File: src/rtl/fcmp_pkg.sv
package fcmp_pkg;
  // strobes from control to datapath
  typedef struct packed {
    logic capture;
    logic commit;
  } cmpStrobe_t;

  // base relation chosen by code[2:1]
  typedef enum logic [1:0] {
    REL_NONE = 2'd0,
    REL_EQ   = 2'd1,
    REL_LT   = 2'd2,
    REL_LE   = 2'd3
  } relSel_e;
endpackage

File: src/rtl/fcmp_classify.sv
module fcmp_classify #(
  parameter int EXP_W  = 8,
  parameter int FRAC_W = 23,
  parameter int MAG_W  = 63
) (
  input  logic [EXP_W+FRAC_W:0] value,
  output logic                  isNan,
  output logic                  isSignaling,
  output logic                  isZero,
  output logic                  signBit,
  output logic [MAG_W-1:0]      magnitude
);
  localparam int TOTAL_W = EXP_W + FRAC_W + 1;

  logic [EXP_W-1:0]  expField;
  logic [FRAC_W-1:0] fracField;

  assign expField    = value[TOTAL_W-2:FRAC_W];
  assign fracField   = value[FRAC_W-1:0];
  assign isNan       = (&expField) & (|fracField);
  assign isSignaling = isNan & ~fracField[FRAC_W-1];
  assign isZero      = ~|value[TOTAL_W-2:0];
  assign signBit     = value[TOTAL_W-1];

  always_comb begin
    magnitude = '0;
    magnitude[TOTAL_W-2:0] = value[TOTAL_W-2:0];
  end
endmodule

File: src/rtl/fcmp_control.sv
module fcmp_control
  import fcmp_pkg::*;
(
  input  logic       clk,
  input  logic       rst_n,
  input  logic       start,
  output cmpStrobe_t strobe,
  output logic       done
);
  logic pendingReg;
  logic doneReg;

  always_ff @(posedge clk or negedge rst_n) begin
    if (!rst_n) begin
      pendingReg <= 1'b0;
      doneReg    <= 1'b0;
    end else begin
      pendingReg <= start;
      doneReg    <= pendingReg;
    end
  end

  assign strobe.capture = start;
  assign strobe.commit  = pendingReg;
  assign done           = doneReg;

  // a request is answered two edges later
  assert_done_latency_R2: assert property (@(posedge clk) disable iff (!rst_n)
    start |=> ##1 done);

  // no done without a request two edges earlier
  assert_no_spurious_done_R2: assert property (@(posedge clk) disable iff (!rst_n)
    (!start ##1 !start) |=> !done);
endmodule

File: src/rtl/fcmp_datapath.sv
module fcmp_datapath
  import fcmp_pkg::*;
#(
  parameter int SGL_EXP_W  = 8,
  parameter int SGL_FRAC_W = 23,
  parameter int DBL_EXP_W  = 11,
  parameter int DBL_FRAC_W = 52,
  parameter int COND_W     = 4
) (
  input  logic                                 clk,
  input  logic                                 rst_n,
  input  cmpStrobe_t                           strobe,
  input  logic                                 isDouble,
  input  logic [COND_W-1:0]                    cond,
  input  logic [DBL_EXP_W+DBL_FRAC_W:0]        opA,
  input  logic [DBL_EXP_W+DBL_FRAC_W:0]        opB,
  output logic                                 condFlag,
  output logic                                 invalidFlag
);
  localparam int DBL_W = DBL_EXP_W + DBL_FRAC_W + 1;
  localparam int SGL_W = SGL_EXP_W + SGL_FRAC_W + 1;
  localparam int MAG_W = DBL_W - 1;
  localparam int NUM_OPS = 2;

  logic [DBL_W-1:0]  opReg [NUM_OPS];
  logic [COND_W-1:0] condReg;
  logic              dblReg;

  always_ff @(posedge clk or negedge rst_n) begin
    if (!rst_n) begin
      opReg[0] <= '0;
      opReg[1] <= '0;
      condReg  <= '0;
      dblReg   <= 1'b0;
    end else if (strobe.capture) begin
      opReg[0] <= opA;
      opReg[1] <= opB;
      condReg  <= cond;
      dblReg   <= isDouble;
    end
  end

  logic             nanOp  [NUM_OPS];
  logic             snanOp [NUM_OPS];
  logic             zeroOp [NUM_OPS];
  logic             signOp [NUM_OPS];
  logic [MAG_W-1:0] magOp  [NUM_OPS];

  for (genvar g = 0; g < NUM_OPS; g++) begin : gOperand
    logic sNan, sSnan, sZero, sSign, dNan, dSnan, dZero, dSign;
    logic [MAG_W-1:0] sMag, dMag;

    fcmp_classify #(.EXP_W(SGL_EXP_W), .FRAC_W(SGL_FRAC_W), .MAG_W(MAG_W)) uSingle (
      .value(opReg[g][SGL_W-1:0]), .isNan(sNan), .isSignaling(sSnan),
      .isZero(sZero), .signBit(sSign), .magnitude(sMag));

    fcmp_classify #(.EXP_W(DBL_EXP_W), .FRAC_W(DBL_FRAC_W), .MAG_W(MAG_W)) uDouble (
      .value(opReg[g]), .isNan(dNan), .isSignaling(dSnan),
      .isZero(dZero), .signBit(dSign), .magnitude(dMag));

    assign nanOp[g]  = dblReg ? dNan  : sNan;
    assign snanOp[g] = dblReg ? dSnan : sSnan;
    assign zeroOp[g] = dblReg ? dZero : sZero;
    assign signOp[g] = dblReg ? dSign : sSign;
    assign magOp[g]  = dblReg ? dMag  : sMag;
  end

  logic unordered, bothZero, sameSign, magLess, magGreater, magEqual;
  logic relEq, relLt, relLe, relVal, predicate, invalidNext;

  assign unordered  = nanOp[0] | nanOp[1];
  assign bothZero   = zeroOp[0] & zeroOp[1];
  assign sameSign   = signOp[0] == signOp[1];
  assign magLess    = magOp[0] < magOp[1];
  assign magGreater = magOp[1] < magOp[0];
  assign magEqual   = magOp[0] == magOp[1];

  assign relEq = ~unordered & (bothZero | (sameSign & magEqual));
  assign relLt = ~unordered & ~bothZero &
                 ((signOp[0] & ~signOp[1]) |
                  (sameSign & (signOp[0] ? magGreater : magLess)));
  assign relLe = relEq | relLt;

  always_comb begin
    unique case (relSel_e'(condReg[2:1]))
      REL_EQ:  relVal = relEq;
      REL_LT:  relVal = relLt;
      REL_LE:  relVal = relLe;
      default: relVal = 1'b0;
    endcase
  end

  assign predicate   = (condReg[0] & unordered) | relVal;
  assign invalidNext = condReg[COND_W-1] ? unordered : (snanOp[0] | snanOp[1]);

  always_ff @(posedge clk or negedge rst_n) begin
    if (!rst_n) begin
      condFlag    <= 1'b0;
      invalidFlag <= 1'b0;
    end else if (strobe.commit) begin
      condFlag    <= predicate;
      invalidFlag <= invalidNext;
    end
  end

  // flags only move on a commit
  assert_flags_hold_R10: assert property (@(posedge clk) disable iff (!rst_n)
    !strobe.commit |=> ($stable(condFlag) && $stable(invalidFlag)));

  // never-true predicates clear the flag
  assert_never_pred_clears_R4: assert property (@(posedge clk) disable iff (!rst_n)
    (strobe.commit && condReg[2:0] == 3'b000) |=> !condFlag);

  // or-unordered predicates are true on NaN operands
  assert_unordered_sets_R3: assert property (@(posedge clk) disable iff (!rst_n)
    (strobe.commit && condReg[0] && unordered) |=> condFlag);

  // signaling family reports invalid on any NaN
  assert_signaling_invalid_R8: assert property (@(posedge clk) disable iff (!rst_n)
    (strobe.commit && condReg[COND_W-1] && unordered) |=> invalidFlag);
endmodule

File: src/rtl/fcmp_cond_unit.sv
module fcmp_cond_unit
  import fcmp_pkg::*;
#(
  parameter int SGL_EXP_W  = 8,
  parameter int SGL_FRAC_W = 23,
  parameter int DBL_EXP_W  = 11,
  parameter int DBL_FRAC_W = 52,
  parameter int COND_W     = 4,
  localparam int DBL_W     = DBL_EXP_W + DBL_FRAC_W + 1
) (
  input  logic              clk,
  input  logic              rst_n,
  input  logic              start,
  input  logic              isDouble,
  input  logic [COND_W-1:0] cond,
  input  logic [DBL_W-1:0]  opA,
  input  logic [DBL_W-1:0]  opB,
  output logic              condFlag,
  output logic              invalidFlag,
  output logic              done
);
  cmpStrobe_t strobe;

  fcmp_control uControl (
    .clk(clk), .rst_n(rst_n), .start(start), .strobe(strobe), .done(done));

  fcmp_datapath #(
    .SGL_EXP_W(SGL_EXP_W), .SGL_FRAC_W(SGL_FRAC_W),
    .DBL_EXP_W(DBL_EXP_W), .DBL_FRAC_W(DBL_FRAC_W), .COND_W(COND_W)
  ) uDatapath (
    .clk(clk), .rst_n(rst_n), .strobe(strobe), .isDouble(isDouble),
    .cond(cond), .opA(opA), .opB(opB),
    .condFlag(condFlag), .invalidFlag(invalidFlag));
endmodule

File: config.mk
export PLATFORM = sky130hd
export DESIGN_NAME = fcmp_cond_unit
export DESIGN_NICKNAME = d
export VERILOG_FILES = /design/src/rtl/fcmp_pkg.sv /design/src/rtl/fcmp_classify.sv /design/src/rtl/fcmp_control.sv /design/src/rtl/fcmp_datapath.sv /design/src/rtl/fcmp_cond_unit.sv
export SDC_FILE = /design/constraint.sdc
export NUM_CORES = 1
export LEC_CHECK = 0
export ABC_AREA = 1
export BUFFER_PORTS_ARGS = -buffer_cell sky130_fd_sc_hd__buf_2
export CAP_MARGIN = 20
export CORE_MARGIN = 2
export CORE_UTILIZATION = 64
export CTS_CLUSTER_DIAMETER = 50
export CTS_CLUSTER_SIZE = 20
export DETAILED_ROUTE_END_ITERATION = 10
export PLACE_DENSITY = 0.86
export SLEW_MARGIN = 5
export SYNTH_ARGS = -nofsm -noshare
export SYNTH_HDL_FRONTEND = slang
export SYNTH_HIERARCHICAL = 1
export SYNTH_SLANG_ARGS = --single-unit
File: constraint.sdc
create_clock -name clk -period 3.55 [get_ports clk]
set_input_delay 0.5325 -clock clk [delete_from_list [all_inputs] [get_ports clk]]
set_output_delay 0.5325 -clock clk [all_outputs]
set_load 0.02 [all_outputs]
### Yosys cells after proc, flatten, opt, wreduce, memory -nomap -nowiden

Cells that the tools add are included.

* bits in registers: 137
* input port bits: 136
* output and inout port bits: 3
* word-level logic and storage cells: 73

* $lt $le $gt $ge: 2
* eq/ne operators: 5
* mux-type cells: 13
* bitwise gates (word level): 29
* reduce and logical (&&, ||, !) cells: 16

Operators with widths (number)
* $lt 63x63->1: 2
* $mux 63: 2
* $reduce_or 63->1: 2
* $reduce_or 52->1: 2
* $eq 63x63->1: 1
* $reduce_or 31->1: 2
* $reduce_or 23->1: 2
* $reduce_and 11->1: 2
* $and 1x1->1: 16
* $reduce_and 8->1: 2
* $mux 1: 10
* $not 1->1: 7
* $or 1x1->1: 6
* $eq 2x2->1 const B: 2
* $logic_not 1->1: 4
* $pmux 1 s3: 1
* $eq 2x1->1 const B: 1
* $eq 1x1->1: 1

### Longest topological paths before layout

Gate-level depths: netlist of run 1.

* depth in word-level cells: 10
* mapped depth: 23
* depth with buffers taken out: 20

### By module

Netlist of run 1, hierarchy kept.

By module, submodules not included
* fcmp_datapath: instances 1, cells an instance 840, area each 8136.6 um^2, seq. area each 3378.2 um^2
* fcmp_classify (uDatapath.gOperand[0].uDouble ...): instances 2, cells an instance 127, area each 739.5 um^2, seq. area each 0.0 um^2
* fcmp_classify (uDatapath.gOperand[0].uSingle ...): instances 2, cells an instance 97, area each 615.6 um^2, seq. area each 0.0 um^2
* fcmp_control: instances 1, cells an instance 4, area each 65.1 um^2, seq. area each 50.0 um^2

### Worst setup path after synthesis of run 1

No wires, ideal clock.

* path type: flip-flop to flip-flop
* from: register uDatapath.dblReg
* to: register uDatapath.condFlag
* library setup time: 0.073 ns
* arrival time: 2.289 ns
* data required time: 3.477 ns
* setup slack: 1.188 ns
* stages on the path, launching flop included: 18
* path buffers: 3
* clock period less this slack: 2.362 ns
* path through: dfrtp_1 -> buf_2 -> clkbuf_1 -> buf_2 -> mux2i_1 -> ha_1 -> a21o_1 -> nor2_1 -> nand2_1 -> a21oi_1 -> nand2_1 -> nand2_1 -> nand2_1 -> nand2_1 -> nand3_1 -> nand2_1 -> nand2_1 -> a21oi_2

* word-level cells in the longest chain between the ends: 9
* elaborated cells on any way between the ends: 30
* classes of those cells: order compare: 2; eq/ne: 2; mux: 10; bitwise: 16

RTL lines
* start, declared: RTL line fcmp_datapath.sv:27 `logic dblReg;`
* start signal, assigned: RTL line fcmp_datapath.sv:39 `dblReg <= isDouble;`
* $mux 63: RTL line fcmp_datapath.sv:65 `assign magOp[g] = dblReg ? dMag : sMag;`
* $lt 63x63->1, on equally long branches: RTL line fcmp_datapath.sv:74, fcmp_datapath.sv:75
* $mux 1: RTL line fcmp_datapath.sv:81 `(sameSign & (signOp[0] ? magGreater : magLess)));`
* $and 1x1->1: RTL line fcmp_datapath.sv:81
* $or 1x1->1: RTL line fcmp_datapath.sv:80 `((signOp[0] & ~signOp[1]) |`
* $and 1x1->1: RTL line fcmp_datapath.sv:79 `assign relLt = ~unordered & ~bothZero &`
* $or 1x1->1: RTL line fcmp_datapath.sv:82 `assign relLe = relEq | relLt;`
* $pmux 1 s3: RTL line fcmp_datapath.sv:85 `unique case (relSel_e'(condReg[2:1]))`
* $or 1x1->1 (*): RTL line fcmp_datapath.sv:93 `assign predicate = (condReg[0] & unordered) | relVal;`
* end signal, assigned: RTL line fcmp_datapath.sv:101 `condFlag <= predicate;`
* end, declared: RTL line fcmp_datapath.sv:17 `output logic condFlag,`

Every way passes the cells marked *; elsewhere a longest branch is shown, timed or not.
A chain may end at the register's enable or synchronous reset.

### Worst setup path in the final report of run 1

Same ends and word-level chain as after synthesis.

==> impl_results.md, run 1 <==
- Post-detailed-placement half-perimeter wirelength: 16.0 mm
- Worst Skew: between 0.007 and 0.008 ns
- Worst-skew pair later-pin latency: ~0.43 ns
- Worst Setup SP: uDatapath/dblReg
- Vias: approximately 7.7k
- Post-Syn Area per Cell: 8.45 sq um
- Initial antenna violation count: 0
- DRC: 0
- Crit Reg-Reg Endpoint: uDatapath/condFlag
- R2r startpoint: uDatapath/dblReg
- Seq cells post-synth: about 140
- Peak supply drop: around 0.37 mV
- Relative slew slack: between 30% and 40%
- First-pass GRT wire length: between 30 and 40 mm
- Sequential share of the synthesized area: 31.4%
- Crit start category: flip-flop
- Synth-to-layout area growth: -1.91%
- Post-route setup slack: approximately 0.58 ns
- Ratio of cells with drive above 1 in the final layout: between 20% and 30%
- Synth top area cells: dfrtp_1 (31%), buf_4 (18%), mux2_2 (13%), nand2_1 (11%), ha_1 (7.3%)
- Place WS: ~0.66 ns
- Post-synth top area share: about a third
- DR iter-0 viols: 500
- P_leak: ~5.4 nW
- Core area: between 0.015 and 0.02 sq mm
- DRT antenna net count: 0
- Setup tns final: 0 ns
- Routed wire per std cell: approximately 15 um
- Async S/R FF share, synth: 100%
- CTS tree: yes
- FF-to-FF path depth: 19
- # rows: 47
- CTS sink count: about 140
- Vias in the first global route: 7,489
- DRT Pass-1 Iters: 8
- Area of the die: about 0.018 sq mm
- Yosys warns: 6
- Fillers: roughly 1.4k
- CP required: about 3.9 ns
- GRT overflow: 0
- Cts hold-fix bufs: 0
- Peak Freq: approximately 0.34 GHz
- Final Hold Viols: 0
- Critical Path End Type: flip-flop
- WP data arrival: approximately 3.3 ns
- Top-count cell post-synth: nand2_1
- Pwr/cell area: 455 mW/mm^2
- Post-synth top area cell: dfrtp_1
- Final Non-Filler Cells: approximately 1.5k
- Postcts setup bufs: 0
- Clock transition at path regs: 0.06 ns
- Root Buffer: clkbuf_16
- MaxCap Viol Count: 0
- Synthesized cell area: 0.0109 sq mm
- Placed cells: 1,425
- Routed wire length: 21.8 mm
- GRT Resource Usage Total: between 20% and 30%
- WS Path Type: reg -> reg
- Post-cts resize count: 0
- Die width: 135 um
- Worst min path class: in -> async
- Die H: 135 um
- Maximum fanout along the worst path: 48
- Largest net degree at the start of global routing: 78
- # H-tree levels: 4
- Hold_ws: about 0.24 ns
- TritonCTS buffer count: 17
- Post-layout util: ~64%
- Slew @ Worst Pin: between 0.9 and 1 ns
- Routability cong.: roughly 0.89
- Initial core utilization: between 60% and 70%
- Top FF cell, synth: dfrtp_1
- Synth top cells by count: nand2_1 (327), buf_4 (258), dfrtp_1 (137)
- EDFF count, synth: 0
- Final period utilization: between 80% and 90%
- Maximum buffer depth of the clock tree: 2
- Antenna cells: 0
- Vias per cell: ~5.3
- Io pins: 139
- Unique cell type count in the Yosys netlist: 33
- Status: finished, final reports clean
- Final min period: between 2 and 3 ns
- RSZ-0062 raised after global routing: no
- R2r setup slk: slightly below 0.6 ns
- Syn Inst Count: 1,292
- IO buf count: around 140
- Final nets: about 1.4k
- Slew Viols, Final: 0
- Final setup vio count: 0
## registers in the layout, summed over array words and instances, names as in the netlist
| name | cells |
|---|---|
| uControl/done | 1 |
| uControl/pendingReg | 1 |
| uDatapath/condFlag | 1 |
| uDatapath/invalidFlag | 1 |
| uDatapath/dblReg | 1 |
| uDatapath/opReg | 128 |
| uDatapath/condReg | 4 |
## through the flow
stage               power (W)  cell area (sq um)
detailed placement    0.00306              10100
CTS                   0.00489              10700
global placement      0.00300              10100
finish                0.00487              10700
floorplan             0.00305              11100
global route          0.00514              10700
## logic make-up (layout without fill, tap and decap cells)
kind of cell | after synthesis | in the layout | share of synthesized area, %
compound gates | 42 | 42 | 2.13
buf+inv | 337 | 220 | 20.7
flops | 137 | 137 | 31.4
other cells | 2 | 64 | 0.0688
mux | 193 | 193 | 19.2
fa+ha+maj | 64 | 64 | 7.34
simple gates | 517 | 517 | 19.1
## where the power goes
group	leakage, nW	internal (W)	switching [W]
logic	3.52	0.000522	0.000598
registers	1.60	0.00172	0.000216
clock network	0.292	0.00111	0.000700
total	5.41	0.00335	0.00151
## worst max path at each step
stage	to	slack [ns]	cells after the start
after floorplan	uDatapath/condFlag	1.19	17
after global placement	uDatapath/condFlag	0.73	19
after detailed placement	uDatapath/condFlag	0.66	19
after CTS	uDatapath/condFlag	0.60	19
after global routing	uDatapath/condFlag	0.31	19
final	uDatapath/condFlag	0.58	19
## layout make-up
type / count / area [sq um] / share of cell area [%]
clock inverters: 13 / 169 / 1.58
well taps: 220 / 275 / 2.57
multi-input cells: 880 / 5460 / 51.0
inverters: 42 / 158 / 1.47
flip-flops and latches: 137 / 3430 / 32.1
repair buffers: 146 / 781 / 7.29
clock buffers: 19 / 433 / 4.04
## worst max-delay path: stages (launching register included)
cell and delay [ns]:
dfrtp_4 0.68, inv_2 0.67, nand2_1 0.11, nand2_1 0.10, ha_1 0.24, nand2_1 0.08, nand2_1 0.06, nand2_1 0.05
nand2_1 0.06, a21oi_1 0.15, nand2_1 0.08, nand2_1 0.06, nand2_1 0.05, nand2_1 0.07, nand2_1 0.05, nand2_1 0.06
nand3_1 0.06, nand2_1 0.06, nand2_1 0.06, a21oi_2 0.10
## layer usage
metal	track usage [%]	share of wire [%]	up-vias
li1	-	-	3769
met1	31.3	43	3647
met2	43.1	49	224
met3	5.56	4.9	42
met4	8.95	2.5	0
met5	0	0	-
## cells in the final DEF, fill, tap and decap left out, types with 7 or more instances in the layout
| cell | instances |
|---|---|
| nand2_1 | 327 |
| buf_2 | 136 |
| buf_4 | 8 |
| nor2_1 | 125 |
| o21ai_0 | 7 |
| dfrtp_1 | 136 |
| nand4_1 | 21 |
| nor3_1 | 7 |
| inv_2 | 8 |
| ha_1 | 64 |
| conb_1 | 64 |
| mux2i_1 | 64 |
| a21oi_1 | 23 |
| inv_1 | 34 |
| nand3_1 | 13 |
| mux2_2 | 129 |
| clkbuf_16 | 17 |
Power figures use the tool's default switching activity.
==> run 2: changes to the inputs <==
--- a/config.mk
+++ b/config.mk
@@ -9,11 +9,11 @@
 export BUFFER_PORTS_ARGS = -buffer_cell sky130_fd_sc_hd__buf_2
 export CAP_MARGIN = 20
 export CORE_MARGIN = 2
-export CORE_UTILIZATION = 64
+export CORE_UTILIZATION = 60
 export CTS_CLUSTER_DIAMETER = 50
 export CTS_CLUSTER_SIZE = 20
 export DETAILED_ROUTE_END_ITERATION = 10
-export PLACE_DENSITY = 0.86
+export PLACE_DENSITY = 0.81
 export SLEW_MARGIN = 5
 export SYNTH_ARGS = -nofsm -noshare
 export SYNTH_HDL_FRONTEND = slang
==> constraint.sdc (replaced) <==
create_clock -name clk -period 3.1 [get_ports clk]
set_input_delay 0.465 -clock clk [delete_from_list [all_inputs] [get_ports clk]]
set_output_delay 0.465 -clock clk [all_outputs]
set_load 0.02 [all_outputs]
==> run 2 against run 1 <==
Register-to-register slack got worse by 0.04 ns. First-iteration DRC count fell by 11%. Via count fell by 2.2%. Cell area rose by 0.65%. Sequential power rose by 13%. Die area rose by 6.5%. Critical path type unchanged. Cell count rose by 0.48%. Global-route usage fell by 2.3 points.
==> impl_results.md, run 2 (synthesis gave the netlist of run 1 again) <==
- # rows: 49 (+4.3%)
- Final period utilization: 82.6% (-1.1 points)
- Status: finished, final reports clean
- Pwr/cell area: 529 mW/mm^2 (+16%)
- Vias per cell: 5.13 (-2.7%)
- Max reg flops: 128 (unchanged)
- Biggest regs: uDatapath/opReg (128), uDatapath/condReg (4)
- CTS tree: yes
- Worst-skew pair later-pin latency: 0.42 ns (about the same)
- P_leak: 5.44 nW (+0.40%)
- Combinational Power Share: 22.6% (-0.4 points)
- Maximum fanout along the worst path: 35 (-27%)
- Final instance area: 0.0108 sq mm (+0.65%)
- Largest net degree at the start of global routing: 139 (+78%)
- CTS sink count: 137 (unchanged)
- Critical Path End Type: flip-flop
- # H-tree levels: 4 (unchanged)
- Power share of the sequential group: 38.5% (-1.3 points)
- Antenna cells: 0 (unchanged)
- GRT overflow: 0 (unchanged)
- FF+latch area: 0.00343 sq mm (unchanged)
- Peak supply drop: 0.435 mV (+18%)
- TritonCTS buffer count: 17 (unchanged)
- Worst min path class: in -> async
- Routed wire length: 21.3 mm (-2.2%)
- NetSw: 0.00170 W (+12%)
- DRC: 0 (unchanged)
- Final min period: 2.56 ns (-0.410 ns)
- Maximum buffer depth of the clock tree: 2 (unchanged)
- Setup tns final: 0 ns (unchanged)
- Worst Setup SP: uDatapath/dblReg
- Area of the die: 0.0193 sq mm (+6.5%)
- IO buf count: 138 (unchanged)
- DRT Pass-1 Iters: 5 (-3)
- Final Non-Filler Cells: 1,464 (+0.48%)
- Largest Register: uDatapath/opReg
- R2r setup slk: 0.54 ns (-0.04 ns)
- Core area: 0.0179 sq mm (+7.6%)
- Post-cts resize count: 0 (unchanged)
- Final nets: 1,422 (-0.14%)
- Clk network pwr share: 38.9% (+1.7 points)
- Sw Ratio: 29.8% (-1.3 points)
- Post-detailed-placement half-perimeter wirelength: 15.8 mm (-1.0%)
- Fillers: 1,559 (+15%)
- Clock transition at path regs: 0.06 ns (about the same)
- MaxCap Viol Count: 0 (unchanged)
- Relative slew slack: 50.3% (+15 points)
- Placed cells: 1,432 (+0.49%)
- WS Path Type: reg -> reg
- GRT Resource Usage Total: 22.9% (-2.3 points)
- Worst Skew: 0.00515 ns (-0.00197 ns)
- R2r startpoint: uDatapath/dblReg
- Final Hold Viols: 0 (unchanged)
- Postcts setup bufs: 0 (unchanged)
- CP required: 3.45 ns (-0.46 ns)
- Die H: 139 um (+3.2%)
- Final setup vio count: 0 (unchanged)
- Die width: 139 um (+3.2%)
- Initial antenna violation count: 0 (unchanged)
- Crit start category: flip-flop
- Root Buffer: clkbuf_16
- Vias in the first global route: 7,345 (-1.9%)
- Synth-to-layout area growth: -1.27%
- FF-to-FF path depth: 19 (unchanged)
- Commonest non-fill, non-tap cell in the layout: nand2_1
- Routed wire per std cell: 14.5 um (-2.7%)
- DR iter-0 viols: 445 (-11%)
- Cts hold-fix bufs: 0 (unchanged)
- WP data arrival: 2.91 ns (-0.42 ns)
- Vias: 7,512 (-2.2%)
- Crit Reg-Reg Endpoint: uDatapath/condFlag
- DRT antenna net count: 0 (unchanged)
- Slew Viols, Final: 0 (unchanged)
- Peak Freq: 0.390 GHz (+16%)
- Internal Power: 0.00401 W (+19%)
- Initial core utilization: 61.0% (-4.6 points)
- First-pass GRT wire length: 35.6 mm (-0.98%)
- Slew @ Worst Pin: 0.745 ns (-0.224 ns)
- End point of the critical path: uDatapath/condFlag
- Io pins: 139 (unchanged)
- Post-layout util: 60.2% (-4.1 points)
- RSZ-0062 raised after global routing: no
- Routability cong.: 0.866 (-2.6%)
- Multi-input gate area: 0.00546 sq mm (unchanged)
- Ratio of cells with drive above 1 in the final layout: 26.2% (-0.038 points)
- Post-DP Area: 0.0101 sq mm (+0.25%)
- Total chip power: 0.00570 W (+17%)
- Most frequent cells in the layout: nand2_1 (327), buf_2 (136), dfrtp_1 (136)
==> run 2: metrics by stage <==
step           worst slack, ns  hold slack (ns)
2_1_floorplan            0.738            0.169
3_3_place_gp             0.589            0.484
3_5_place_dp             0.555            0.485
4_1_cts                  0.550           0.0633
5_1_grt                  0.262           0.0908
6_report                 0.538           0.0416
==> run 2: worst max-delay path, stage by stage, from the launching register on <==
cell     delay, ns
dfrtp_4       0.51
inv_2         0.45
nand2_1       0.10
nand2_1       0.12
ha_1          0.27
nand2_1       0.07
nand2_1       0.04
nand2_1       0.05
nand2_1       0.05
a21oi_1       0.16
nand2_1       0.09
nand2_1       0.06
nand2_1       0.06
nand2_1       0.08
nand2_1       0.05
nand2_1       0.06
nand3_1       0.06
nand2_1       0.06
nand2_1       0.06
a21oi_2       0.10
==> run 2: power groups by stage <==
| stage | clock (W) | combinational [W] | sequential, W |
|---|---|---|---|
| final | 0.00222 | 0.00129 | 0.00220 |
| after global routing | 0.00235 | 0.00148 | 0.00222 |
| after CTS | 0.00226 | 0.00130 | 0.00219 |
| after detailed placement | 0 | 0.00128 | 0.00222 |
| after global placement | 0 | 0.00124 | 0.00222 |
| after floorplan | 0 | 0.00135 | 0.00215 |
==> run 2: area by class of cell <==
type                       count  share of cell area, %
sequential                   137                   31.9
tap                          229                   2.66
clock buffer                  22                   4.49
inverter                      42                   1.46
clock inverter                10                   1.51
timing repair buffer         144                   7.38
multi-input combinational    880                   50.6
==> run 2: worst min path at each step <==
stage / slack (ns) / cells past startpoint / to
after floorplan: 0.17 / 0 / uControl/done
after global placement: 0.48 / 0 / uControl/done
after detailed placement: 0.48 / 0 / uControl/done
after CTS: 0.06 / 1 / uDatapath/opReg[104]
after global routing: 0.09 / 1 / uDatapath/opReg[105]
final: 0.04 / 1 / uDatapath/opReg[104]
==> run 2: per-layer routing <==
metal | vias to the layer above | GRT usage, % | wire [um]
met2 | 176 | 37.9 | 10200
met4 | 0 | 7.92 | 522
met5 | - | 0 | 0
met1 | 3534 | 29.4 | 9550
li1 | 3761 | - | -
met3 | 41 | 5.52 | 994
==> run 3: changes to the inputs <==
--- a/config.mk
+++ b/config.mk
@@ -9,11 +9,11 @@
 export BUFFER_PORTS_ARGS = -buffer_cell sky130_fd_sc_hd__buf_2
 export CAP_MARGIN = 20
 export CORE_MARGIN = 2
-export CORE_UTILIZATION = 60
+export CORE_UTILIZATION = 54
 export CTS_CLUSTER_DIAMETER = 50
 export CTS_CLUSTER_SIZE = 20
 export DETAILED_ROUTE_END_ITERATION = 10
-export PLACE_DENSITY = 0.81
+export PLACE_DENSITY = 0.77
 export SLEW_MARGIN = 5
 export SYNTH_ARGS = -nofsm -noshare
 export SYNTH_HDL_FRONTEND = slang
==> constraint.sdc (replaced) <==
create_clock -name clk -period 2.3 [get_ports clk]
set_input_delay 0.345 -clock clk [delete_from_list [all_inputs] [get_ports clk]]
set_output_delay 0.345 -clock clk [all_outputs]
set_load 0.02 [all_outputs]
==> run 3 against run 2 <==
Sequential cell count unchanged. Clock skew up 0.0028 ns. Critical path type unchanged. Critical path depth shrank 3. Worst setup slack lost 0.71 ns. Sequential power grew 31%. Sequential share of layout area decreased by 2.0 points. Hold slack better by 0.086 ns. Highest routed layer unchanged. Wire length up 8.2%. The flow now finishes with violations (setup timing). Cell area up 6.7%.
==> impl_results.md, run 3 (synthesis gave the netlist of run 1 again) <==
- Slew Viols, Final: 0 (unchanged)
- CTS sink count: 137 (unchanged)
- Final nets: 1,502 (+5.6%)
- Worst hold endpoint: uDatapath/condReg[0]
- Vias: 7,847 (+4.5%)
- Post-DP Area: 0.0108 sq mm (+6.2%)
- Critical Path End Type: flip-flop
- Core area: 0.0197 sq mm (+9.8%)
- Worst min path class: in -> reg
- Min-delay src: cond[0]
- # H-tree levels: 4 (unchanged)
- Status: finished with violations
- Crit start category: flip-flop
- Largest net degree at the start of global routing: 91 (-35%)
- Io pins: 139 (unchanged)
- Area of the die: 0.0214 sq mm (+11%)
- Final setup vio count: 1 (+1)
- Routed wire per std cell: 14.6 um (+0.30%)
- Peak supply drop: 0.505 mV (+16%)
- DRT antenna net count: 0 (unchanged)
- DRC: 0 (unchanged)
- Die width: 146 um (+5.3%)
- Worst-skew pair later-pin latency: 0.43 ns (about the same)
- Final Non-Filler Cells: 1,580 (+7.9%)
- GR Util met3: 4.25% (-1.3 points)
- Hold Crit Depth: 3
- GRT overflow: 0 (unchanged)
- Worst Skew: 0.00795 ns (+0.00280 ns)
- # rows: 51 (+4.1%)
- Routability cong.: 0.874 (+0.91%)
- Initial antenna violation count: 1 (+1)
- Synth-to-layout area growth: 5.34%
- Final period utilization: 108% (+25 points)
- Pwr/cell area: 684 mW/mm^2 (+29%)
- Failing checks: setup timing
- Largest Register: uDatapath/opReg
- Final instance area: 0.0115 sq mm (+6.7%)
- Commonest non-fill, non-tap cell in the layout: nand2_1
- Setup tns final: -0.175 ns (-0.175 ns)
- Initial core utilization: 55.5% (-5.4 points)
- CP required: 2.65 ns (-0.80 ns)
- DR iter-0 viols: 486 (+9.2%)
- Post-route setup slack: -0.175 ns (-0.714 ns)
- Met1 Use GR: 28.4% (-0.94 points)
- Root Buffer: clkbuf_16
- Peak Freq: 0.404 GHz (+3.5%)
- Routed wire length: 23.0 mm (+8.2%)
- IO buf count: 138 (unchanged)
- Placed cells: 1,546 (+8.0%)
- R2r setup slk: -0.18 ns (-0.71 ns)
- RSZ-0062 raised after global routing: yes
- CTS tree: yes
- P_leak: 5.81 nW (+6.8%)
- Maximum fanout along the worst path: 14 (-60%)
- Most frequent cells in the layout: nand2_1 (321), buf_2 (136), dfrtp_1 (136)
- Maximum buffer depth of the clock tree: 2 (unchanged)
- Crit Reg-Reg Endpoint: uDatapath/condFlag
- Vias in the first global route: 7,679 (+4.5%)
- GRT Resource Usage Total: 22.0% (-0.83 points)
- DRT Pass-1 Iters: 5 (unchanged)
- Biggest regs: uDatapath/opReg (128), uDatapath/condReg (4)
- Relative slew slack: 65.4% (+15 points)
- Die H: 146 um (+5.3%)
- Clock transition at path regs: 0.06 ns (about the same)
- Vias per cell: 4.97 (-3.2%)
- Final min period: 2.48 ns (-0.0864 ns)
- First-pass GRT wire length: 37.6 mm (+5.7%)
- WS Path Type: reg -> reg
- FF-to-FF path depth: 16 (-3)
- GR Util met2: 37.0% (-0.97 points)
- Ratio of cells with drive above 1 in the final layout: 32.0% (+5.8 points)
- WP data arrival: 2.83 ns (-0.08 ns)
- Slew @ Worst Pin: 0.519 ns (-0.226 ns)
- Final Hold Viols: 0 (unchanged)
- R2r startpoint: uDatapath/dblReg
- MaxCap Viol Count: 0 (unchanged)
- TritonCTS buffer count: 17 (unchanged)
- Max reg flops: 128 (unchanged)
- Total chip power: 0.00786 W (+38%)
- Gr busiest metal: met2
- Post-detailed-placement half-perimeter wirelength: 17.6 mm (+11%)
## run 3: cell count changes in the layout (fill, tap and decap cells not counted), moves of 2 or more
cell	previous run	this run
nand2_1	327	321
buf_6	1	6
a21oi_1	23	19
nand2_2	2	8
buf_4	3	75
mux2i_1	64	61
nor2_4	1	3
clkbuf_8	4	2
nor2_1	125	120
a21oi_2	1	5
clkinvlp_4	2	4
mux2i_2	0	3
nor2_2	6	9
## run 3: critical path, stage by stage, from the launching register on
cell     delay (ns)
dfrtp_4        0.52
buf_8          0.16
buf_4          0.18
mux2i_1        0.13
ha_1           0.30
nand2_1        0.08
nor2_2         0.16
nand4_1        0.12
nor2_1         0.13
nand2_1        0.07
nand2_1        0.08
nand2_2        0.06
nand3_1        0.07
nand3_1        0.08
nand2_1        0.07
nand2_1        0.07
a21oi_2        0.13
## run 3: worst max path at each step
stage / cells past startpoint / endpoint / start
after floorplan: 19 / uDatapath/condFlag / uDatapath/dblReg
after global placement: 14 / uDatapath/condFlag / uDatapath/dblReg
final: 16 / uDatapath/condFlag / uDatapath/dblReg
after global routing: 15 / uDatapath/condFlag / uDatapath/dblReg
after detailed placement: 17 / uDatapath/condFlag / uDatapath/dblReg
after CTS: 16 / uDatapath/condFlag / uDatapath/dblReg
## run 3: stage by stage
stage / hold slack (ns) / util (%) / setup slack, ns
floorplan: 0.0494 / - / 0.0201
global placement: 0.248 / 54.7 / -0.214
detailed placement: 0.251 / 54.7 / -0.226
CTS: 0.109 / 58.0 / -0.167
global route: 0.132 / 58.5 / -0.312
finish: 0.128 / 58.5 / -0.175
## run 3: area by class of cell
class                           count  area, sq um
Inverter                           42          160
Antenna cell                        1         2.50
Tap cell                          265          332
Multi-Input combinational cell    880         5530
Clock inverter                     10          143
Sequential cell                   137         3430
Timing Repair Buffer              224         1440
Fill cell                        1774         8160
Clock buffer                       21          460
## run 3: what timing repair did
action                                 in CTS  in global routing
gates resized for setup                     7                 27
hold buffers                                1                  0
pin swaps                                   3                  9
buffers inserted                            0                  1
setup endpoints to repair                   2                  2
endpoints found under the hold margin      28                  0
## run 3: report_power, final
| part | switching [W] | internal [W] | total, W |
|---|---|---|---|
| registers | 0.000230 | 0.00265 | 0.00288 |
| logic | 0.00112 | 0.00104 | 0.00215 |
| clock network | 0.00106 | 0.00176 | 0.00283 |
## run 3: per-layer routing
| layer | vias up | share of wire [%] |
|---|---|---|
| met5 | - | 0 |
| met4 | 0 | 2.3 |
| met3 | 36 | 5.2 |
| met2 | 214 | 48 |
| met1 | 3672 | 44 |
| li1 | 3925 | - |
